`config.mk`:
```
export PLATFORM = sky130hd
export DESIGN_NAME = sci_soft_trigger
export DESIGN_NICKNAME = d
export VERILOG_FILES = /design/src/rtl/sci_trig_pkg.sv /design/src/rtl/sci_trig_regfile.sv /design/src/rtl/sci_trig_edge.sv /design/src/rtl/sci_trig_status.sv /design/src/rtl/sci_soft_trigger.sv
export SDC_FILE = /design/constraint.sdc
export NUM_CORES = 1
export LEC_CHECK = 0
export BUFFER_PORTS_ARGS = -buffer_cell sky130_fd_sc_hd__buf_2
export CAP_MARGIN = 20
export CORE_MARGIN = 5
export CORE_UTILIZATION = 35
export CTS_CLUSTER_DIAMETER = 30
export DETAILED_ROUTE_END_ITERATION = 7
export GPL_TIMING_DRIVEN = 0
export PLACE_DENSITY_LB_ADDON = 0.12
export SLEW_MARGIN = 20
export SYNTH_ARGS = -nofsm -noshare
export SYNTH_HDL_FRONTEND = slang
export SYNTH_SLANG_ARGS = --single-unit
export TNS_END_PERCENT = 20
```
`constraint.sdc`:
```
create_clock -name clk -period 1.6 [get_ports clk]
set_clock_uncertainty 0.2 [all_clocks]
set_input_delay 0.08 -clock clk [delete_from_list [all_inputs] [get_ports clk]]
set_output_delay 0.08 -clock clk [all_outputs]
set_load 0.02 [all_outputs]
```
`src/rtl/sci_trig_pkg.sv`:
```
package sci_trig_pkg;
  localparam int unsigned REG_W    = 16;
  localparam int unsigned LANE_W   = 8;
  localparam int unsigned LANES    = REG_W / LANE_W;
  localparam int unsigned SEL_BIT  = REG_W - 1;
  localparam int unsigned TRIG_BIT = 0;
  localparam int unsigned TRIG_LANE = TRIG_BIT / LANE_W;

  typedef logic [REG_W-1:0] reg_word_t;
  typedef logic [LANES-1:0] lane_mask_t;
endpackage

```
`src/rtl/sci_trig_regfile.sv`:
```
module sci_trig_regfile
  import sci_trig_pkg::*;
(
  input  logic       clk,
  input  logic       rst_n,
  input  logic       wr_en,
  input  lane_mask_t wr_be,
  input  reg_word_t  wr_data,
  output reg_word_t  ctrl_q,
  output reg_word_t  ctrl_d
);

  reg_word_t next_word;

  genvar g;
  generate
    for (g = 0; g < LANES; g++) begin : g_lane
      always_comb begin
        if (wr_en && wr_be[g]) begin
          next_word[g*LANE_W +: LANE_W] = wr_data[g*LANE_W +: LANE_W];
        end else begin
          next_word[g*LANE_W +: LANE_W] = ctrl_q[g*LANE_W +: LANE_W];
        end
      end
    end
  endgenerate

  assign ctrl_d = next_word;

  always_ff @(posedge clk or negedge rst_n) begin
    if (!rst_n) begin
      ctrl_q <= '0;
    end else if (wr_en) begin
      ctrl_q <= next_word;
    end
  end

  // the register holds its value on every cycle without a write
  p_hold_without_write_r4: assert property (@(posedge clk) disable iff (!rst_n)
    !wr_en |=> $stable(ctrl_q));

  // a write with lane 0 disabled leaves the trigger bit alone
  p_lane_gate_r8: assert property (@(posedge clk) disable iff (!rst_n)
    (wr_en && !wr_be[TRIG_LANE]) |=> $stable(ctrl_q[TRIG_BIT]));

endmodule

```
`src/rtl/sci_trig_edge.sv`:
```
module sci_trig_edge
  import sci_trig_pkg::*;
(
  input  logic       clk,
  input  logic       rst_n,
  input  logic       wr_en,
  input  lane_mask_t wr_be,
  input  reg_word_t  ctrl_q,
  input  reg_word_t  ctrl_d,
  output logic       msg_q
);

  logic rise_qual;
  logic msg_d;

  always_comb begin
    rise_qual = wr_en && wr_be[TRIG_LANE] && !ctrl_q[TRIG_BIT] && ctrl_d[TRIG_BIT];
    msg_d     = rise_qual && ctrl_d[SEL_BIT];
  end

  always_ff @(posedge clk or negedge rst_n) begin
    if (!rst_n) begin
      msg_q <= 1'b0;
    end else begin
      msg_q <= msg_d;
    end
  end

  // a message lasts exactly one cycle
  p_msg_single_cycle_r5: assert property (@(posedge clk) disable iff (!rst_n)
    msg_q |=> !msg_q);

  // a message always sees the register selecting SCI with the trigger set
  p_msg_needs_select_r7: assert property (@(posedge clk) disable iff (!rst_n)
    msg_q |-> (ctrl_q[SEL_BIT] && ctrl_q[TRIG_BIT]));

endmodule

```
`src/rtl/sci_trig_status.sv`:
```
module sci_trig_status (
  input  logic clk,
  input  logic rst_n,
  input  logic set_i,
  input  logic clr_i,
  output logic status_q
);

  logic status_d;

  always_comb begin
    status_d = status_q;
    if (clr_i) status_d = 1'b0;
    if (set_i) status_d = 1'b1;
  end

  always_ff @(posedge clk or negedge rst_n) begin
    if (!rst_n) begin
      status_q <= 1'b0;
    end else begin
      status_q <= status_d;
    end
  end

  // a message sets the status, even against a clear
  p_set_wins_r10: assert property (@(posedge clk) disable iff (!rst_n)
    set_i |=> status_q);

  // status stays set without a clear
  p_sticky_r9: assert property (@(posedge clk) disable iff (!rst_n)
    (status_q && !clr_i) |=> status_q);

endmodule

```
`src/rtl/sci_soft_trigger.sv`:
```
module sci_soft_trigger
  import sci_trig_pkg::*;
(
  input  logic              clk,
  input  logic              rst_n,
  input  logic              wr_en,
  input  logic [LANES-1:0]  wr_be,
  input  logic [REG_W-1:0]  wr_data,
  output logic [REG_W-1:0]  rd_data,
  input  logic              status_clr,
  output logic              sci_msg,
  output logic              sci_status
);

  reg_word_t ctrl_q;
  reg_word_t ctrl_d;
  logic      msg_q;

  sci_trig_regfile u_regs (
    .clk     (clk),
    .rst_n   (rst_n),
    .wr_en   (wr_en),
    .wr_be   (wr_be),
    .wr_data (wr_data),
    .ctrl_q  (ctrl_q),
    .ctrl_d  (ctrl_d)
  );

  sci_trig_edge u_edge (
    .clk    (clk),
    .rst_n  (rst_n),
    .wr_en  (wr_en),
    .wr_be  (wr_be),
    .ctrl_q (ctrl_q),
    .ctrl_d (ctrl_d),
    .msg_q  (msg_q)
  );

  sci_trig_status u_status (
    .clk      (clk),
    .rst_n    (rst_n),
    .set_i    (msg_q),
    .clr_i    (status_clr),
    .status_q (sci_status)
  );

  assign rd_data = ctrl_q;
  assign sci_msg = msg_q;

  // a write that leaves bit 0 at 0 is never followed by a message
  p_no_msg_on_low_r6: assert property (@(posedge clk) disable iff (!rst_n)
    (wr_en && !ctrl_d[TRIG_BIT]) |=> !sci_msg);

endmodule

```
==> results.py, run 1 <==
metrics = {
    "status": {
        "status": "finished clean",
    },
    "detailed_routing": {
        "via_count": 539,
        "drt_iter0_markers": 0,
        "dr.pass1.iters": 1,
        "wirelength_um": 1520,
        "final_antenna_net_count": 0,
        "wl_per_cell_um": 11.7,
        "drc": 0,
        "viasPerCell": 4.15,
    },
    "cts": {
        "cts-buffers-inserted": 3,
        "clockRootBuffer": "clkbuf_4",
        "worstSkewPairLatency_ns": 0.28,
        "htreeDepth": 1,
        "cts_sinks": 18,
        "path_clk_slew_ns": 0.10,
        "tritoncts": "built",
        "clockBufferDepth": 2,
    },
    "timing": {
        "tightest_slew_ns": 0.385,
        "maxSlewHeadroom_pct": 74.4,
        "setup_slack_ns": 0.275,
        "fmax_mhz": 755,
        "period_minus_slack_ns": 1.32,
        "tns_ns": 0,
        "final-hold-violation-count": 0,
        "period_share_pct": 82.8,
        "setup_violations": 0,
        "maxSlewViolCount": 0,
        "grt_setup_unrepaired": "no",
    },
    "setup_path": {
        "ff2ff_path_depth": 1,
        "critPathKind": "in -> reg",
        "cp-start-kind": "input port",
        "path_cells": "dlygate4sd3_1 -> buf_2 -> nand2_2 -> mux2_2",
        "critPathCaptureType": "flop",
        "crit_slowest_cell": "dlygate4sd3_1",
        "r2r-end": "u_regs.ctrl_q[15]$_DFFE_PN0P_",
        "regToRegSetupSlack_ns": 0.62,
        "crit_required_ns": 1.57,
        "cp_max_fo": 9,
        "r2r-start": "u_regs.ctrl_q[15]$_DFFE_PN0P_",
        "arrival_ns": 1.30,
        "worst_path_largest_cell_delay_ns": 0.54,
    },
    "power": {
        "cellPowerDensity_mw_per_mm2": 969,
        "peakVddDrop_mv": 0.621,
        "leakagePower_nw": 0.572,
    },
    "floorplan": {
        "core_area_mm2": 0.00190,
        "num_rows": 16,
        "io_pins": 40,
        "initial_core_util_pct": 35.7,
        "die-area_mm2": 0.00292,
        "die_y_um": 54.1,
        "die_width_um": 54.1,
    },
    "placement": {
        "dp_hpwl_um": 1050,
        "portBuffers": 39,
        "place.gp.congestion": 0.596,
        "detailedPlace.worstSlack_ns": 0.517,
    },
    "hold_path": {
        "worstHoldPathType": "in -> reg",
        "hold_path_startpoint": "wr_en",
        "holdPathStages": 3,
        "min_to": "u_edge.msg_q$_DFF_PN0_",
    },
    "logic_synthesis": {
        "syn-num-nets": 62,
        "yosysWarnings": 0,
        "netlist_instances": 40,
        "synth_seq_cells": 18,
        "syn_area_per_cell_um2": 17.0,
        "yosysSeqAreaShare_pct": 66.3,
        "synth_cell_types": 7,
        "synth_area_um2": 679,
    },
    "global_route": {
        "overflow": 0,
        "gr-usage-met3_pct": 3.32,
        "grt_use_met2_pct": 20.0,
        "grt.busiest_layer": "met2",
        "use_met1_pct": 12.9,
        "track_usage_pct": 11.6,
        "grt_pass1_wl_um": 2400,
        "grt_pass1_vias": 588,
        "grt_max_degree": 19,
        "grt_antenna_before_repair": 0,
    },
    "flow_run": {
        "maxCapViolCount": 0,
    },
    "finish": {
        "nNetsFinal": 126,
        "fin_util_pct": 60.2,
        "antennaDiodeCount": 0,
        "drive_gt1_share_pct": 60.2,
        "nFillCells": 160,
        "area_growth_pct": 68.5,
    },
}
## worst max-delay path by stage
stage	start	depth (start not counted)	endpoint	slack, ns
floorplan	u_regs.ctrl_q[0]$_DFFE_PN0P_	1	u_regs.ctrl_q[0]$_DFFE_PN0P_	0.55
finish	wr_be[0]	4	u_regs.ctrl_q[2]$_DFFE_PN0P_	0.28
CTS	wr_be[0]	4	u_regs.ctrl_q[2]$_DFFE_PN0P_	0.28
detailed placement	wr_en	3	u_regs.ctrl_q[2]$_DFFE_PN0P_	0.52
global placement	wr_en	3	u_regs.ctrl_q[0]$_DFFE_PN0P_	0.52
global route	wr_be[0]	4	u_regs.ctrl_q[2]$_DFFE_PN0P_	0.27
## timing repair
item                      4_1_cts  5_1_grt
hold endpoints to repair       36        0
setup buffers                   0        0
gates resized for setup         0        0
hold buffers                   20        0
## final cells by class
| type | count | area, µm² | area share (%) |
|---|---|---|---|
| clock buffers | 4 | 36.3 | 3.17 |
| inverters | 1 | 3.75 | 0.328 |
| multi-input cells | 21 | 225 | 19.7 |
| flip-flops and latches | 18 | 450 | 39.3 |
| well taps | 27 | 33.8 | 2.95 |
| repair buffers | 59 | 395 | 34.5 |
## logic make-up (layout without fill, tap and decap cells)
kind of cell           Yosys count  count (layout)  synth area share [%]
multiplexers                    17              17                  28.0
flip-flops                      18              18                  66.3
buffers and inverters            1              64                 0.552
AO/OA/AOI/OAI                    1               1                  1.11
AND/OR/NAND/NOR                  3               3                  4.05
## critical path: cells and delay by family
| kind | cells | cell delay (ns) |
|---|---|---|
| AND/OR/NAND/NOR | 1 | 0.19 |
| multiplexers | 1 | 0.37 |
| buffers and inverters | 2 | 0.66 |
## where the power goes
| part | total, W | switching [W] | internal [W] |
|---|---|---|---|
| sequential | 0.000544 | 0.0000278 | 0.000516 |
| clock | 0.000271 | 0.000132 | 0.000138 |
| combinational | 0.000294 | 0.000150 | 0.000145 |
| total | 0.00111 | 0.000310 | 0.000799 |
## cells in the mapped netlist
library cell  count  area [µm²]
mux2i_1           1        10.0
mux2_2           16         180
nand2_2           2        12.5
inv_1             1        3.75
a21o_1            1        7.51
nor4b_2           1        15.0
dfrtp_1          18         450
## flip-flops by register name, summed over array words and instances (netlist names)
signal             cells
u_regs.ctrl_q         16
u_status.status_q      1
u_edge.msg_q           1
## cell usage in the layout (no fill, tap or decap)
cell type      instances
nor4b_2                1
dlygate4sd3_1         20
mux2i_1                1
inv_1                  1
dfrtp_1               18
clkbuf_8               1
buf_2                 39
nand2_2                2
mux2_2                16
clkbuf_4               3
a21o_1                 1
## routing by layer
metal	wire length, µm	share of wire (%)
met5	0	0
met1	624	41
met4	0	0
met2	749	49
met3	149	9.8
## per-stage QoR
step                power [W]  cell area [µm²]  std cells  hold slack [ns]
finish                0.00111             1140        130           0.0135
global route          0.00117             1140        130           0.0246
CTS                   0.00113             1140        130          0.00455
detailed placement   0.000815              908        106           -0.169
global placement     0.000812              908        106           -0.164
floorplan            0.000704              679         40           -0.416
(Power assumes the default switching activity.)
==> inputs of run 2 (changes only) <==
==> constraint.sdc (replaced) <==
create_clock -name clk -period 1.3 [get_ports clk]
set_clock_uncertainty 0.2 [all_clocks]
set_input_delay 0.065 -clock clk [delete_from_list [all_inputs] [get_ports clk]]
set_output_delay 0.065 -clock clk [all_outputs]
set_load 0.02 [all_outputs]
==> run 2 against run 1 <==
  * Total power is 23% higher
  * Cell count stayed put
  * Critical path depth stayed put
  * Sequential cell count stayed put
  * Combinational power is 24% higher
  * Clock-buffer cell count stayed put
  * Sequential power is 23% higher
  * Register-to-register slack worse by 0.29 ns
  * Critical path type unchanged
  * Highest routed layer unchanged
  * Hold slack worse by 0.0026 ns
  * Die area stayed put
  * Largest cell class unchanged
  * Largest power group unchanged
==> results.py, run 2 (synthesis gave the netlist of run 1 again) <==
metrics = {
    "hold_path": {
        "min_to": "u_regs.ctrl_q[9]$_DFFE_PN0P_",
        "holdPathStages": 3,
        "hold_path_startpoint": "wr_en",
        "worstHoldPathType": "in -> reg",
    },
    "detailed_routing": {
        "drc": 0,
        "wirelength_um": 1540,
        "wl_per_cell_um": 11.8,
        "final_antenna_net_count": 0,
        "drt_iter0_markers": 0,
        "via_count": 536,
        "dr.pass1.iters": 1,
        "viasPerCell": 4.12,
    },
    "finish": {
        "area_growth_pct": 69.2,
        "antennaDiodeCount": 0,
        "largest_reg_flops": 16,
        "nNetsFinal": 126,
        "regMostFlops": "u_regs.ctrl_q",
        "drive_gt1_share_pct": 60.2,
        "mostFrequentLayoutCells": "buf_2, dlygate4sd3_1, dfrtp_1",
        "layout_top_registers": "u_regs.ctrl_q x16, u_edge.msg_q x1, u_status.status_q x1",
        "nFillCells": 160,
        "fin_cells": 130,
        "mostFrequentLayoutCell": "buf_2",
    },
    "timing": {
        "grt_setup_unrepaired": "no",
        "tightest_slew_ns": 0.384,
        "fmax_mhz": 819,
        "maxSlewHeadroom_pct": 74.4,
        "period_minus_slack_ns": 1.22,
        "maxSlewViolCount": 0,
        "tns_ns": 0,
        "period_share_pct": 93.9,
        "setup_violations": 0,
        "final-hold-violation-count": 0,
    },
    "setup_path": {
        "cp.buffers_inverters": 2,
        "cp.depth": 4,
        "cp_max_fo": 8,
        "crit_slowest_cell": "dlygate4sd3_1",
        "r2r-end": "u_regs.ctrl_q[15]$_DFFE_PN0P_",
        "worst_path_largest_cell_delay_ns": 0.53,
        "ff2ff_path_depth": 1,
        "cp_top_family": "buffers and inverters",
        "r2r-start": "u_regs.ctrl_q[15]$_DFFE_PN0P_",
        "critPathCaptureType": "flop",
        "crit_required_ns": 1.28,
        "regToRegSetupSlack_ns": 0.33,
        "path_cells": "dlygate4sd3_1 -> buf_2 -> nand2_4 -> mux2_2",
        "arrival_ns": 1.20,
        "critPathKind": "in -> reg",
        "cp-start-kind": "input port",
    },
    "floorplan": {
        "die_width_um": 54.1,
        "core_area_mm2": 0.00190,
        "die_y_um": 54.1,
        "num_rows": 16,
        "io_pins": 40,
        "die-area_mm2": 0.00292,
        "initial_core_util_pct": 35.7,
    },
    "cts": {
        "tritoncts": "built",
        "cts_sinks": 18,
        "clockBufferDepth": 2,
        "cts-buffers-inserted": 3,
        "worstSkewPairLatency_ns": 0.28,
        "htreeDepth": 1,
        "clockRootBuffer": "clkbuf_4",
        "path_clk_slew_ns": 0.10,
    },
    "power": {
        "cellPowerDensity_mw_per_mm2": 1190,
        "switching_share_pct": 28.0,
        "switchingPower_w": 0.000382,
        "peakVddDrop_mv": 0.764,
        "p_clk_share_pct": 24.4,
        "p_int_w": 0.000984,
        "leakagePower_nw": 0.576,
        "pwr-share-comb_pct": 26.6,
        "power_frac_seq_pct": 49.0,
    },
    "placement": {
        "portBuffers": 39,
        "dp_cells": 106,
        "place.gp.congestion": 0.596,
        "dp_hpwl_um": 1050,
    },
    "global_route": {
        "grt_pass1_wl_um": 2390,
        "overflow": 0,
        "track_usage_pct": 11.6,
        "grt_max_degree": 19,
        "grt_pass1_vias": 585,
        "grt_antenna_before_repair": 0,
    },
    "status": {
        "status": "finished clean",
    },
    "flow_run": {
        "maxCapViolCount": 0,
    },
}
[run 2: worst min-delay path, cell delays in order]
cell,delay [ns]
buf_2,0.12
nand2_4,0.12
mux2_2,0.16
[run 2: worst max-delay path by stage]
stage                                      start                            end  slack, ns
floorplan           u_regs.ctrl_q[0]$_DFFE_PN0P_   u_regs.ctrl_q[0]$_DFFE_PN0P_       0.25
global placement                           wr_en   u_regs.ctrl_q[0]$_DFFE_PN0P_       0.23
detailed placement                         wr_en   u_regs.ctrl_q[2]$_DFFE_PN0P_       0.23
CTS                                     wr_be[1]  u_regs.ctrl_q[15]$_DFFE_PN0P_       0.03
global route                               wr_en         u_edge.msg_q$_DFF_PN0_       0.03
finish                                  wr_be[1]  u_regs.ctrl_q[15]$_DFFE_PN0P_       0.08
[run 2: power by group through the flow]
stage | sequential [W] | clock [W] | combinational (W)
after global routing | 0.000680 | 0.000375 | 0.000392
after CTS | 0.000671 | 0.000351 | 0.000368
final | 0.000669 | 0.000333 | 0.000364
after floorplan | 0.000781 | 0 | 0.0000862
after global placement | 0.000680 | 0 | 0.000319
after detailed placement | 0.000681 | 0 | 0.000322
[run 2: final cells by class]
type / count / area, µm² / share of cell area, %
clock buffers: 4 / 36.3 / 3.16
flip-flops and latches: 18 / 450 / 39.2
inverters: 1 / 3.75 / 0.326
well taps: 27 / 33.8 / 2.94
repair buffers: 59 / 395 / 34.4
multi-input cells: 21 / 230 / 20.0
[run 2: stage by stage]
stage	utilization, %	hold WS, ns	cell area [µm²]	worst slack, ns	total power, W
after floorplan	-	-0.431	679	0.248	0.000867
after global placement	47.8	-0.179	908	0.233	0.000999
after detailed placement	47.8	-0.184	908	0.232	0.00100
after CTS	60.2	0.0305	1140	0.0286	0.00139
after global routing	60.5	0.0157	1150	0.0301	0.00145
final	60.5	0.0110	1150	0.0792	0.00137
[run 2: repair_timing]
item,CTS,global route
resized for setup,0,1
endpoints found under the setup margin,0,4
hold buffers,20,0
buffers inserted,0,0
hold endpoints to repair,36,0
[run 2: layer usage]
layer  vias up  track usage [%]  share of wire (%)
li1        264                -                  -
met1       246             12.9                 41
met2        26             20.0                 49
met3         0             3.32                 10
met4         0             6.22                  0
met5         -                0                  0
==> inputs of run 3 (changes only) <==
--- a/config.mk
+++ b/config.mk
@@ -7,9 +7,10 @@
 export LEC_CHECK = 0
 export BUFFER_PORTS_ARGS = -buffer_cell sky130_fd_sc_hd__buf_2
 export CAP_MARGIN = 20
-export CORE_MARGIN = 5
+export CORE_MARGIN = 2
 export CORE_UTILIZATION = 35
 export CTS_CLUSTER_DIAMETER = 30
+export CTS_CLUSTER_SIZE = 14
 export DETAILED_ROUTE_END_ITERATION = 7
 export GPL_TIMING_DRIVEN = 0
 export PLACE_DENSITY_LB_ADDON = 0.12
==> run 3 against run 2 <==
  * The run now ends with hold timing left
  * Hold slack worse by 0.076 ns
  * Clock power shrank 22%
  * Cell count is 2.3% lower
  * Final area is 1.4% lower
  * Fmax fell by 0.82%
  * Critical path depth stayed put
  * Sequential cell count unchanged
  * Total power shrank 5.3%
  * Critical endpoint is now u_regs.ctrl_q[5]$_DFFE_PN0P_
==> results.py, run 3 (synthesis gave the netlist of run 1 again) <==
metrics = {
    "setup_path": {
        "critPathCaptureType": "flop",
        "r2r-start": "u_regs.ctrl_q[0]$_DFFE_PN0P_",
        "cp_max_fo": 9,
        "critPathKind": "in -> reg",
        "regToRegSetupSlack_ns": 0.32,
        "crit_required_ns": 1.27,
        "cp-start-kind": "input port",
        "path_cells": "dlygate4sd3_1 -> buf_2 -> nand2_4 -> mux2_2",
        "arrival_ns": 1.20,
        "worst_path_largest_cell_delay_ns": 0.53,
        "crit_slowest_cell": "dlygate4sd3_1",
        "worstSetupStartpoint": "wr_be[0]",
    },
    "detailed_routing": {
        "drt_iter0_markers": 0,
        "viasPerCell": 4.38,
        "wl_per_cell_um": 11.3,
        "wirelength_um": 1440,
        "dr.pass1.iters": 1,
        "final_antenna_net_count": 0,
        "via_count": 556,
        "drc": 0,
    },
    "finish": {
        "nFillCells": 145,
        "largest_reg_flops": 16,
        "mostFrequentLayoutCell": "buf_2",
        "drive_gt1_share_pct": 59.8,
        "nNetsFinal": 126,
        "layout_top_registers": "u_regs.ctrl_q x16, u_edge.msg_q x1, u_status.status_q x1",
        "antennaDiodeCount": 0,
        "regMostFlops": "u_regs.ctrl_q",
        "area_growth_pct": 66.9,
        "mostFrequentLayoutCells": "buf_2, dlygate4sd3_1, dfrtp_1",
    },
    "timing": {
        "setup_slack_ns": 0.0691,
        "maxSlewViolCount": 0,
        "tns_ns": 0,
        "maxSlewHeadroom_pct": 74.2,
        "period_share_pct": 94.7,
        "period_minus_slack_ns": 1.23,
        "tightest_slew_ns": 0.388,
        "final-hold-violation-count": 1,
        "setup_violations": 0,
        "grt_setup_unrepaired": "no",
        "fin_hold_ws_ns": -0.0650,
        "fmax_mhz": 812,
    },
    "power": {
        "p_clk_share_pct": 20.0,
        "switchingPower_w": 0.000373,
        "p_int_w": 0.000921,
        "peakVddDrop_mv": 0.617,
        "pwr-share-comb_pct": 28.2,
        "cellPowerDensity_mw_per_mm2": 1140,
        "switching_share_pct": 28.8,
        "power_frac_seq_pct": 51.7,
        "leakagePower_nw": 0.570,
    },
    "placement": {
        "place.gp.congestion": 0.635,
        "portBuffers": 39,
        "dp_hpwl_um": 935,
        "detailedPlace.worstSlack_ns": 0.234,
    },
    "cts": {
        "hold_buffers": 20,
        "clockRootBuffer": "clkbuf_4",
        "htreeDepth": 1,
        "post_cts_buffers": 0,
        "clockBufferDepth": 2,
        "cts-buffers-inserted": 3,
        "tritoncts": "built",
        "path_clk_slew_ns": 0.09,
        "worstSkewPairLatency_ns": 0.28,
        "cts_sinks": 18,
    },
    "global_route": {
        "grt_pass1_wl_um": 2090,
        "grt_antenna_before_repair": 0,
        "track_usage_pct": 13.5,
        "grt_max_degree": 19,
        "grt_pass1_vias": 529,
        "overflow": 0,
    },
    "floorplan": {
        "die-area_mm2": 0.00231,
        "core_area_mm2": 0.00178,
        "initial_core_util_pct": 38.1,
        "die_width_um": 48.1,
        "die_y_um": 48.1,
        "io_pins": 40,
        "num_rows": 15,
    },
    "hold_path": {
        "hold_path_startpoint": "wr_en",
        "worstHoldPathType": "in -> reg",
    },
    "status": {
        "status": "finished, violations left",
        "violations": "hold timing",
    },
    "flow_run": {
        "maxCapViolCount": 0,
    },
}
[run 3: cell count changes in the layout (fill, tap and decap cells not counted), sizes merged]
cell    previous run  this run
clkbuf             4         3
[run 3: stage by stage]
step	utilization [%]	cell area (µm²)	total power [W]	instances
finish	63.6	1130	0.00129	127
global route	63.6	1130	0.00138	127
CTS	63.3	1130	0.00131	127
detailed placement	50.8	906	0.00100	104
global placement	50.8	906	0.000995	104
floorplan	-	679	0.000867	40
[run 3: path summary, 6_finish.rpt]
path / cells past startpoint / end
min: 3 / u_edge.msg_q$_DFF_PN0_
max: 4 / u_regs.ctrl_q[5]$_DFFE_PN0P_
max in group asynchronous: 2 / u_regs.ctrl_q[3]$_DFFE_PN0P_
max reg2reg: 1 / u_regs.ctrl_q[0]$_DFFE_PN0P_
min reg2reg: 1 / u_status.status_q$_DFFE_PN0P_
min in group asynchronous: 2 / u_regs.ctrl_q[12]$_DFFE_PN0P_
[run 3: area by class of cell]
type	count	area (µm²)	area share, %
clock buffer	3	22.5	1.99
inverter	1	3.75	0.331
multi-input combinational	21	230	20.3
sequential	18	450	39.7
tap	25	31.3	2.76
timing repair buffer	59	395	34.9
[run 3: power groups by stage]
stage               clock [W]  sequential, W  combinational, W
floorplan                   0       0.000781         0.0000862
global placement            0       0.000680          0.000315
detailed placement          0       0.000682          0.000319
CTS                  0.000273       0.000671          0.000364
global route         0.000302       0.000681          0.000395
finish               0.000259       0.000670          0.000365
[run 3: metal layers]
metal  part of all wire (%)  GRT usage (%)  vias up
met5                      0              0        -
met4                      0           4.86        0
met3                    5.3           3.40        0
met2                     54           27.5       25
met1                     40           12.5      264
li1                       -              -      267
[run 3: worst max-delay path: cells and delay by family]
kind | cells | cell delay, ns
buf+inv | 2 | 0.66
simple gates | 1 | 0.12
mux | 1 | 0.35
[run 3: what timing repair did]
action                                  4_1_cts  5_1_grt
endpoints found under the setup margin        0        8
endpoints found under the hold margin        36        1
resized for setup                             0        1
